$ cat config.mk
export PLATFORM = sky130hd
export DESIGN_NAME = mgmt_link_poller
export DESIGN_NICKNAME = d
export VERILOG_FILES = /design/src/rtl/mlp_pkg.sv /design/src/rtl/mlp_mdc_div.sv /design/src/rtl/mlp_gap_timer.sv /design/src/rtl/mlp_read_seq.sv /design/src/rtl/mgmt_link_poller.sv
export SDC_FILE = /design/constraint.sdc
export NUM_CORES = 1
export LEC_CHECK = 0
export BUFFER_PORTS_ARGS = -buffer_cell sky130_fd_sc_hd__buf_2
export CAP_MARGIN = 0
export CORE_MARGIN = 5
export CORE_UTILIZATION = 38
export CTS_BUF_LIST = sky130_fd_sc_hd__clkbuf_8
export CTS_CLUSTER_DIAMETER = 120
export DETAILED_ROUTE_END_ITERATION = 8
export PLACE_DENSITY = 0.59
export REMOVE_ABC_BUFFERS = 1
export SYNTH_ARGS = -nofsm -noshare
export SYNTH_HDL_FRONTEND = slang
export SYNTH_HIERARCHICAL = 1
export SYNTH_SLANG_ARGS = --single-unit
$ cat constraint.sdc
create_clock -name clk -period 5.6 [get_ports clk]
set_input_delay 1.12 -clock clk [delete_from_list [all_inputs] [get_ports clk]]
set_output_delay 1.12 -clock clk [all_outputs]
set_load 0.05 [all_outputs]
$ cat src/rtl/mlp_pkg.sv
package mlp_pkg;

   localparam int PRE_BITS   = 32;
   localparam int PHY_AW     = 5;
   localparam int REG_AW     = 5;
   localparam int HDR_BITS   = PRE_BITS + 2 + 2 + PHY_AW + REG_AW;
   localparam int TA_BITS    = 2;
   localparam int DATA_BITS  = 16;
   localparam int FRAME_BITS = HDR_BITS + TA_BITS + DATA_BITS;
   localparam int IDX_W      = $clog2(FRAME_BITS);

   localparam logic [1:0] SOF_CODE = 2'b01;
   localparam logic [1:0] OP_READ  = 2'b10;

   typedef enum logic [1:0] {
      ST_IDLE = 2'd0,
      ST_WAIT = 2'd1,
      ST_RUN  = 2'd2
   } poll_state_e;

   function automatic logic [HDR_BITS-1:0] build_header(
      input logic [PHY_AW-1:0] phy,
      input logic [REG_AW-1:0] regad);
      return {{PRE_BITS{1'b1}}, SOF_CODE, OP_READ, phy, regad};
   endfunction

endpackage

$ cat src/rtl/mlp_mdc_div.sv
module mlp_mdc_div #(
   parameter int HALF = 2
) (
   input  logic clk,
   input  logic rst_n,
   input  logic en,
   output logic mdc,
   output logic rise_stb,
   output logic fall_stb
);

   logic tick;

   generate
      if (HALF < 1) begin : g_bad_half
         $error("mlp_mdc_div: HALF must be at least 1");
      end

      if (HALF == 1) begin : g_fast
         assign tick = en;
      end else begin : g_count
         localparam int CW = $clog2(HALF);
         localparam logic [CW-1:0] LAST = CW'(HALF - 1);
         logic [CW-1:0] cnt_q;

         assign tick = en && (cnt_q == LAST);

         always_ff @(posedge clk or negedge rst_n) begin
            if (!rst_n) begin
               cnt_q <= '0;
            end else if (!en || tick) begin
               cnt_q <= '0;
            end else begin
               cnt_q <= cnt_q + 1'b1;
            end
         end
      end
   endgenerate

   always_ff @(posedge clk or negedge rst_n) begin
      if (!rst_n) begin
         mdc <= 1'b0;
      end else if (!en) begin
         mdc <= 1'b0;
      end else if (tick) begin
         mdc <= ~mdc;
      end
   end

   assign rise_stb = tick & ~mdc;
   assign fall_stb = tick &  mdc;

   AST_MDC_PARKED: assert property (@(posedge clk) disable iff (!rst_n)
      !en |=> !mdc);

endmodule

$ cat src/rtl/mlp_gap_timer.sv
module mlp_gap_timer #(
   parameter int GAP = 64
) (
   input  logic clk,
   input  logic rst_n,
   input  logic clear,
   input  logic en,
   output logic expired
);

   localparam int GW = (GAP > 1) ? $clog2(GAP) : 1;
   localparam logic [GW-1:0] LAST = GW'(GAP - 1);

   generate
      if (GAP < 2) begin : g_bad_gap
         $error("mlp_gap_timer: GAP must be at least 2");
      end
   endgenerate

   logic [GW-1:0] cnt_q;

   assign expired = en && (cnt_q == LAST);

   always_ff @(posedge clk or negedge rst_n) begin
      if (!rst_n) begin
         cnt_q <= '0;
      end else if (clear) begin
         cnt_q <= '0;
      end else if (en && !expired) begin
         cnt_q <= cnt_q + 1'b1;
      end
   end

endmodule

$ cat src/rtl/mlp_read_seq.sv
module mlp_read_seq
   import mlp_pkg::*;
#(
   parameter int REG_ADDR = 1,
   parameter int LINK_BIT = 2
) (
   input  logic              clk,
   input  logic              rst_n,
   input  logic              role,
   input  logic [PHY_AW-1:0] phy_addr,
   input  logic              gap_expired,
   input  logic              rise_stb,
   input  logic              fall_stb,
   output logic              run,
   output logic              gap_clear,
   output logic              gap_en,
   output logic              mdio_o,
   output logic              mdio_oe,
   input  logic              mdio_i,
   output logic              link_up,
   output logic              frame_done
);

   localparam logic [IDX_W-1:0] LAST_IDX   = IDX_W'(FRAME_BITS - 1);
   localparam logic [IDX_W-1:0] DATA_FIRST = IDX_W'(HDR_BITS + TA_BITS);
   localparam logic [IDX_W-1:0] HDR_END    = IDX_W'(HDR_BITS);

   generate
      if (LINK_BIT < 0 || LINK_BIT >= DATA_BITS) begin : g_bad_link
         $error("mlp_read_seq: LINK_BIT outside the status word");
      end
      if (REG_ADDR < 0 || REG_ADDR >= (1 << REG_AW)) begin : g_bad_reg
         $error("mlp_read_seq: REG_ADDR does not fit the register field");
      end
   endgenerate

   poll_state_e          state_q;
   logic [IDX_W-1:0]     idx_q;
   logic [IDX_W-1:0]     idx_nxt;
   logic [HDR_BITS-1:0]  hdr_q;
   logic [HDR_BITS-1:0]  hdr_new;
   logic [LINK_BIT:0]    sh_q;
   logic [LINK_BIT:0]    sh_next;

   // Only the last LINK_BIT+1 received bits are kept; bit LINK_BIT of the
   // word is then at the top once all 16 bits have arrived.
   generate
      if (LINK_BIT == 0) begin : g_sh1
         assign sh_next = mdio_i;
      end else begin : g_shn
         assign sh_next = {sh_q[LINK_BIT-1:0], mdio_i};
      end
   endgenerate

   assign hdr_new    = build_header(phy_addr, REG_AW'(REG_ADDR));
   assign idx_nxt    = idx_q + 1'b1;
   assign run        = (state_q == ST_RUN);
   assign gap_en     = (state_q == ST_WAIT);
   assign frame_done = run && role && fall_stb && (idx_q == LAST_IDX);
   assign gap_clear  = ((state_q == ST_IDLE) && role) || frame_done;

   always_ff @(posedge clk or negedge rst_n) begin
      if (!rst_n) begin
         state_q <= ST_IDLE;
         idx_q   <= '0;
         hdr_q   <= '0;
         sh_q    <= '0;
         mdio_o  <= 1'b0;
         mdio_oe <= 1'b0;
         link_up <= 1'b0;
      end else begin
         case (state_q)
            ST_IDLE: begin
               mdio_o  <= 1'b0;
               mdio_oe <= 1'b0;
               link_up <= 1'b0;
               if (role) begin
                  state_q <= ST_WAIT;
               end
            end
            ST_WAIT: begin
               if (!role) begin
                  state_q <= ST_IDLE;
                  link_up <= 1'b0;
               end else if (gap_expired) begin
                  state_q <= ST_RUN;
                  idx_q   <= '0;
                  hdr_q   <= hdr_new;
                  mdio_o  <= hdr_new[HDR_BITS-1];
                  mdio_oe <= 1'b1;
               end
            end
            ST_RUN: begin
               if (!role) begin
                  state_q <= ST_IDLE;
                  mdio_o  <= 1'b0;
                  mdio_oe <= 1'b0;
                  link_up <= 1'b0;
               end else begin
                  if (rise_stb && (idx_q >= DATA_FIRST)) begin
                     sh_q <= sh_next;
                  end
                  if (fall_stb) begin
                     if (idx_q == LAST_IDX) begin
                        state_q <= ST_WAIT;
                        link_up <= sh_q[LINK_BIT];
                     end else begin
                        idx_q <= idx_nxt;
                        hdr_q <= hdr_q << 1;
                        if (idx_nxt < HDR_END) begin
                           mdio_o  <= hdr_q[HDR_BITS-2];
                           mdio_oe <= 1'b1;
                        end else begin
                           mdio_o  <= 1'b0;
                           mdio_oe <= 1'b0;
                        end
                     end
                  end
               end
            end
            default: begin
               state_q <= ST_IDLE;
            end
         endcase
      end
   end

   AST_BUS_RELEASED: assert property (@(posedge clk) disable iff (!rst_n)
      (run && idx_q >= HDR_END) |-> !mdio_oe);

   AST_DRIVE_ON_FALL: assert property (@(posedge clk) disable iff (!rst_n)
      (mdio_o != $past(mdio_o)) |->
         ($past(fall_stb) || $rose(mdio_oe) || $fell(mdio_oe)));

endmodule

$ cat src/rtl/mgmt_link_poller.sv
module mgmt_link_poller
   import mlp_pkg::*;
#(
   parameter int MDC_HALF   = 2,
   parameter int POLL_GAP   = 64,
   parameter int REG_ADDR   = 1,
   parameter int LINK_BIT   = 2,
   parameter int FIELD_W    = 3,
   parameter int STRAP_W    = 2
) (
   input  logic               clk,
   input  logic               rst_n,
   input  logic               phy_role,
   input  logic [FIELD_W-1:0] addr_field,
   input  logic [STRAP_W-1:0] addr_strap,
   output logic               mdc,
   output logic               mdio_o,
   output logic               mdio_oe,
   input  logic               mdio_i,
   output logic               link_led_n
);

   generate
      if (FIELD_W + STRAP_W != PHY_AW) begin : g_bad_addr
         $error("mgmt_link_poller: address parts must total the PHY address width");
      end
   endgenerate

   logic [PHY_AW-1:0] phy_addr;
   logic run, gap_clear, gap_en, gap_expired;
   logic rise_stb, fall_stb, link_up, frame_done;
   logic div_en;

   assign phy_addr = {addr_field, addr_strap};
   assign div_en   = run & phy_role;

   mlp_mdc_div #(.HALF(MDC_HALF)) u_div (
      .clk      (clk),
      .rst_n    (rst_n),
      .en       (div_en),
      .mdc      (mdc),
      .rise_stb (rise_stb),
      .fall_stb (fall_stb)
   );

   mlp_gap_timer #(.GAP(POLL_GAP)) u_gap (
      .clk     (clk),
      .rst_n   (rst_n),
      .clear   (gap_clear),
      .en      (gap_en),
      .expired (gap_expired)
   );

   mlp_read_seq #(.REG_ADDR(REG_ADDR), .LINK_BIT(LINK_BIT)) u_seq (
      .clk         (clk),
      .rst_n       (rst_n),
      .role        (phy_role),
      .phy_addr    (phy_addr),
      .gap_expired (gap_expired),
      .rise_stb    (rise_stb),
      .fall_stb    (fall_stb),
      .run         (run),
      .gap_clear   (gap_clear),
      .gap_en      (gap_en),
      .mdio_o      (mdio_o),
      .mdio_oe     (mdio_oe),
      .mdio_i      (mdio_i),
      .link_up     (link_up),
      .frame_done  (frame_done)
   );

   assign link_led_n = ~link_up;

   AST_IDLE_QUIET: assert property (@(posedge clk) disable iff (!rst_n)
      !phy_role |=> (!mdc && !mdio_oe && link_led_n));

   AST_LED_AT_FRAME_END: assert property (@(posedge clk) disable iff (!rst_n)
      !$stable(link_led_n) |-> ($past(frame_done) || !$past(phy_role)));

   AST_START_AFTER_GAP: assert property (@(posedge clk) disable iff (!rst_n)
      $rose(mdio_oe) |-> $past(gap_expired));

endmodule

==> qor.csv, run 1 <==
metric,value,unit
# placed instances,371,
max incr delay on CP,900,ps
Post-CTS Resized,0,
"commonest non-fill, non-tap cell in the layout",dfrtp_1,
Net Sw Frac,36.2,%
"Clk Latency, worst-skew pair",340,ps
H-tree depth,3,
# hold bufs at CTS,0,
crit end category,flop,
"Req. time, crit path",5840,ps
DRT iter0 DRCs,120,
sw power,566,uW
global route total overflow,0,
slew margin rel.,17.2,%
Port Buffers,12,
max cap viols,0,
num rows,32,
CP startpoint kind,flop,
hold endpoint,u_seq/hdr_q[40],
Mean Syn Cell Area,11.4,um^2
Fin Clk Skew,8.58,ps
total wire length,5580,um
Vias/cell,5.19,
hold path cells,1,
crit path max fanout,28,
layout cells sized above 1,14.8,%
# DRC,0,
worst reg2reg endpoint,u_seq/idx_q[4],
PD cells,462,nW/um^2
buffers and inverters on the worst path,1,
nets@finish,295,
fill count,745,
WS Path Type,flop to flop,
final setup vio count,0,
RSZ-0062 raised after global routing,false,
Max VDD drop,168,uV
Area Overhead vs Synth,10.8,%
pin count of the biggest net entering global routing,49,
status,"complete, no violations",
clock sink count,67,
Hold Path Class,flop to flop,
antenna violations before repair,0,
Die Span Y,99.7,um
final core utilization,43.6,%
Final Hold Fails,0,
first-pass GRT wire length,9650,um
Layout Cells excl Fill,386,
Syn Inst Count,269,
reg-to-reg critical path startpoint,u_seq/state_q[0],
Initial Util,39.3,%
die area,9930,um^2
total number of vias,2005,
worst-path cell chain,inv_1 -> ha_1 -> and2_1 -> and3_2 -> nor2b_1 -> nand3b_4 -> a21oi_2 -> o21ai_0 -> a21o_1,
CP Data Arrival Time,3500,ps
CTS buffer count,9,
DP Wirelength,3620,um
Clock Path Buffers,2,
core area,7770,um^2
max frequency,0.307,GHz
most frequent cells in the layout,"dfrtp_1 (67), nand2_1 (33), o22a_1 (25), o21ai_0 (13)",
I/O pins,13,
Slew Limit Fails,0,
Leak,0.00143,uW
GPL Wtd Cong,0.752,
Final TNS setup,0,ps
# diodes,0,
clock share of power,28.0,%
DRT Pass-1 Iters,4,
CP max-delay cell,a21oi_2,
post-CTS setup buffers,0,
TritonCTS clock tree,built,
Root Driver,clkbuf_8,
Netlist Area Pre-Place,3050,um^2
vias in the first global route,2034,
fin crit period,3260,ps
worst reg2reg path depth,9,
Final Cycle Share,58.2,%
antenna violation net count after detailed routing,0,
Reg power frac,39.7,%
Die X,99.7,um
Syn. warnings,6,
FF-to-FF setup slack,2340,ps
"delay-heaviest family, CP",compound AO/OA/AOI/OAI gates,
min-delay src,u_seq/hdr_q[39],
"Clk pin slew, worst setup/hold paths",70,ps
combinational power share,32.3,%
mean routed wirelength per cell,14.5,um
Int Pwr,998,uW
global-route usage over all layers,12.1,%
Slew @ Worst Pin,1240,ps
## power by group through the flow
stage                     combinational (uW)  clock (uW)  sequential [uW]
final                                    506         438              621
after global routing                     567         477              631
after CTS                                513         454              621
after detailed placement                 509           0              630
after global placement                   500           0              626
after floorplan                          379           0              627
## final cells by class
type / instances / area [um^2] / share of cell area, %
clock buffer: 10 / 138 / 4.07
sequential: 67 / 1680 / 49.5
inverter: 10 / 37.5 / 1.11
clock inverter: 5 / 77.6 / 2.29
timing repair buffer: 13 / 67.6 / 2.00
tap: 102 / 128 / 3.77
multi-input combinational: 179 / 1260 / 37.2
## worst reg2reg max path, cell delays in order (launching register included)
cell      delay (ps)
dfrtp_1          420
inv_1            100
ha_1             560
and2_1           260
and3_2           230
nor2b_1           70
nand3b_4         170
a21oi_2          900
o21ai_0          230
a21o_1           230
## stage by stage
stage | power, uW | hold slack (ps) | instance area (um^2) | setup slack (ps)
2_1_floorplan | 1010 | 448 | 2970 | 2790
3_3_place_gp | 1130 | 462 | 3170 | 2270
3_5_place_dp | 1140 | 470 | 3170 | 2230
4_1_cts | 1590 | 488 | 3380 | 2320
5_1_grt | 1670 | 509 | 3380 | 1990
6_report | 1560 | 485 | 3380 | 2340
## worst max path at each step
stage | start | endpoint | slack, ps | cells after the start
floorplan | phy_role | u_seq/idx_q[4] | 2790 | 7
global placement | phy_role | u_seq/idx_q[4] | 2270 | 8
detailed placement | phy_role | u_seq/idx_q[4] | 2230 | 8
CTS | u_seq/state_q[0] | u_seq/idx_q[4] | 2320 | 9
global route | u_seq/state_q[0] | u_seq/idx_q[4] | 1990 | 9
finish | u_seq/state_q[0] | u_seq/idx_q[4] | 2340 | 9
## sequential cells by signal, indices dropped and copies added, names as in the netlist
register	flops
u_div/mdc	1
u_seq/sh_q	3
u_seq/mdio_o	1
u_seq/state_q	2
u_seq/idx_q	6
u_seq/hdr_q	45
u_seq/mdio_oe	1
u_div/g_count.cnt_q	1
u_seq/link_up	1
u_gap/cnt_q	6
## routing by layer
metal / wire [um] / vias to the layer above / share of wire, % / track usage, %
met2: 2540 / 20 / 46 / 17.8
met1: 2760 / 970 / 49 / 16.0
li1: - / 1008 / - / -
met5: 0 / - / 0 / 0
met4: 110 / 0 / 2.0 / 6.72
met3: 167 / 7 / 3.0 / 3.65
Power figures use the tool's default switching activity.
==> inputs of run 2 (changes only) <==
- PLACE_DENSITY: 0.59 -> 0.61
- clock period: 5.6 -> 2.7 ns (I/O delays scaled with it)
==> run 2 against run 1 <==
  * Via count up 4.3%
  * Clock power up 91%
  * Global-route usage up 0.30 points
  * Sequential power up 110%
  * Clock skew up 1.5 ps
  * Largest power group unchanged
  * Highest routed layer unchanged
==> qor.csv, run 2 (synthesized netlist as in run 1, its figures left out) <==
metric,value,unit,change
Fin Clk Skew,10.1,ps,was 8.58 ps
antenna violations before repair,0,,unchanged
max cap viols,0,,unchanged
Final Cycle Share,89.4,%,was 58.2%
core area,7770,um^2,unchanged
most frequent cells in the layout,"dfrtp_1 (67), nand2_1 (33), o22a_1 (25), o21ai_0 (13)",,unchanged
max frequency,0.414,GHz,was 0.307 GHz
Final Hold Fails,0,,unchanged
Clock Path Buffers,2,,unchanged
# diodes,0,,unchanged
total wire length,5570,um,was 5580 um
Slew Limit Fails,0,,unchanged
largest registers,"u_seq/hdr_q: 45 flops, u_gap/cnt_q: 6 flops, u_seq/idx_q: 6 flops",,unchanged
Die Span Y,99.7,um,unchanged
H-tree depth,3,,unchanged
max reg flops,45,,unchanged
antenna violation net count after detailed routing,0,,unchanged
Hold Path Class,input port to asynchronous set/reset pin,,was flop to flop
global route total overflow,0,,unchanged
total number of vias,2092,,"was 2,005"
"Clk pin slew, worst setup/hold paths",80,ps,was 70 ps
fill count,746,,was 745
GPL Wtd Cong,0.821,,was 0.752
final setup vio count,0,,unchanged
TritonCTS clock tree,built,,unchanged
grt met3 use,2.73,%,was 3.65%
Leak,0.00145,uW,was 0.00143 uW
PD cells,936,nW/um^2,was 462 nW/um^2
Root Driver,clkbuf_8,,unchanged
first-pass GRT wire length,9850,um,was 9650 um
global-route usage over all layers,12.4,%,was 12.1%
# hold bufs at CTS,0,,unchanged
nets@finish,301,,was 295
Post-CTS Resized,0,,unchanged
clock sink count,67,,unchanged
"Clk Latency, worst-skew pair",340,ps,about the same
Top reg by flops,u_seq/hdr_q,,unchanged
Final TNS setup,0,ps,unchanged
DRT Pass-1 Iters,4,,unchanged
crit path max fanout,21,,was 28
Max VDD drop,314,uV,was 168 uV
CP Data Arrival Time,2650,ps,was 3500 ps
Initial Util,39.3,%,unchanged
layout cells sized above 1,16.8,%,was 14.8%
Area Overhead vs Synth,11.8,%,was 10.8%
mean routed wirelength per cell,14.2,um,was 14.5 um
post-CTS setup buffers,0,,unchanged
GR met1 Demand/Resource,16.2,%,was 16.0%
num rows,32,,unchanged
"Req. time, crit path",2930,ps,was 5840 ps
CTS buffer count,9,,unchanged
# DRC,0,,unchanged
fin crit period,2410,ps,was 3260 ps
Slew @ Worst Pin,583,ps,was 1240 ps
I/O pins,13,,unchanged
vias in the first global route,2089,,"was 2,034"
DRT iter0 DRCs,90,,was 120
"commonest non-fill, non-tap cell in the layout",dfrtp_1,,unchanged
WS Path Type,flop to flop,,unchanged
RSZ-0062 raised after global routing,false,,unchanged
DP Wirelength,3760,um,was 3620 um
Port Buffers,12,,unchanged
crit end category,flop,,unchanged
GR Util met2,19.2,%,was 17.8%
GRT busiest layer,met2,,unchanged
slew margin rel.,61.1,%,was 17.2%
Vias/cell,5.32,,was 5.19
CP startpoint kind,flop,,unchanged
status,"complete, no violations",,unchanged
PnR worst setup slack,287,ps,was 2340 ps
Worst Setup Slack post-DPL,293,ps,was 2230 ps
pin count of the biggest net entering global routing,30,,was 49
die area,9930,um^2,unchanged
Die X,99.7,um,unchanged
==> run 2: changes by cell type in the layout (fill, tap and decap cells not counted) <==
cell / before / now
buf_4: 1 / 7
clkinv_4: 0 / 3
bufinv_16: 2 / 1
clkbuf_8: 10 / 9
clkinv_2: 2 / 1
inv_6: 0 / 1
==> run 2: layout make-up <==
class                           instances  area (um^2)  share of cell area, %
Timing Repair Buffer                   19          113                   3.30
Clock buffer                            9          124                   3.63
Tap cell                              102          128                   3.74
Clock inverter                          7         77.6                   2.27
Multi-Input combinational cell        179         1260                   36.9
Inverter                               10         37.5                   1.10
Sequential cell                        67         1680                   49.1
==> run 2: path summary, 6_finish.rpt <==
path | from | depth (start not counted) | slack [ps] | end
setup / recovery | u_seq/state_q[0] | 10 | 290 | u_seq/idx_q[4]
min in group clk | mdio_i | 2 | 440 | u_seq/sh_q[0]
setup reg to reg | u_seq/state_q[0] | 10 | 290 | u_seq/idx_q[4]
hold / removal | rst_n | 1 | 130 | u_seq/idx_q[2]
hold reg to reg | u_seq/hdr_q[0] | 2 | 480 | u_seq/hdr_q[0]
max in group asynchronous | rst_n | 2 | 1830 | u_seq/hdr_q[1]
==> run 2: per-layer routing <==
layer,vias to the layer above,part of all wire (%)
met5,-,0
met4,0,2.2
met3,9,3.0
met2,25,47
met1,1038,47
li1,1020,-
==> run 2: critical path: stages (launching register included) <==
cell and delay, ps:
dfrtp_1 410, inv_1 80, ha_1 220, and2_1 190, and3_2 240, nor2b_1 170, nand3b_4 180, or3_1 290
buf_4 300, nor3_1 70, a21o_1 150
==> run 2: power breakdown <==
| part | internal (uW) | switching (uW) |
|---|---|---|
| Clock | 432 | 402 |
| Sequential | 1170 | 121 |
| Combinational | 398 | 677 |
==> run 2: stage by stage <==
stage | utilization (%) | hold WS, ps | cells | total power [uW] | instance area (um^2)
floorplan | - | 244 | 256 | 2090 | 2970
global placement | 41.4 | 463 | 377 | 2360 | 3210
detailed placement | 41.4 | 470 | 377 | 2390 | 3210
CTS | 44.0 | 123 | 393 | 3250 | 3420
global route | 44.0 | 140 | 393 | 3430 | 3420
finish | 44.0 | 129 | 393 | 3200 | 3420
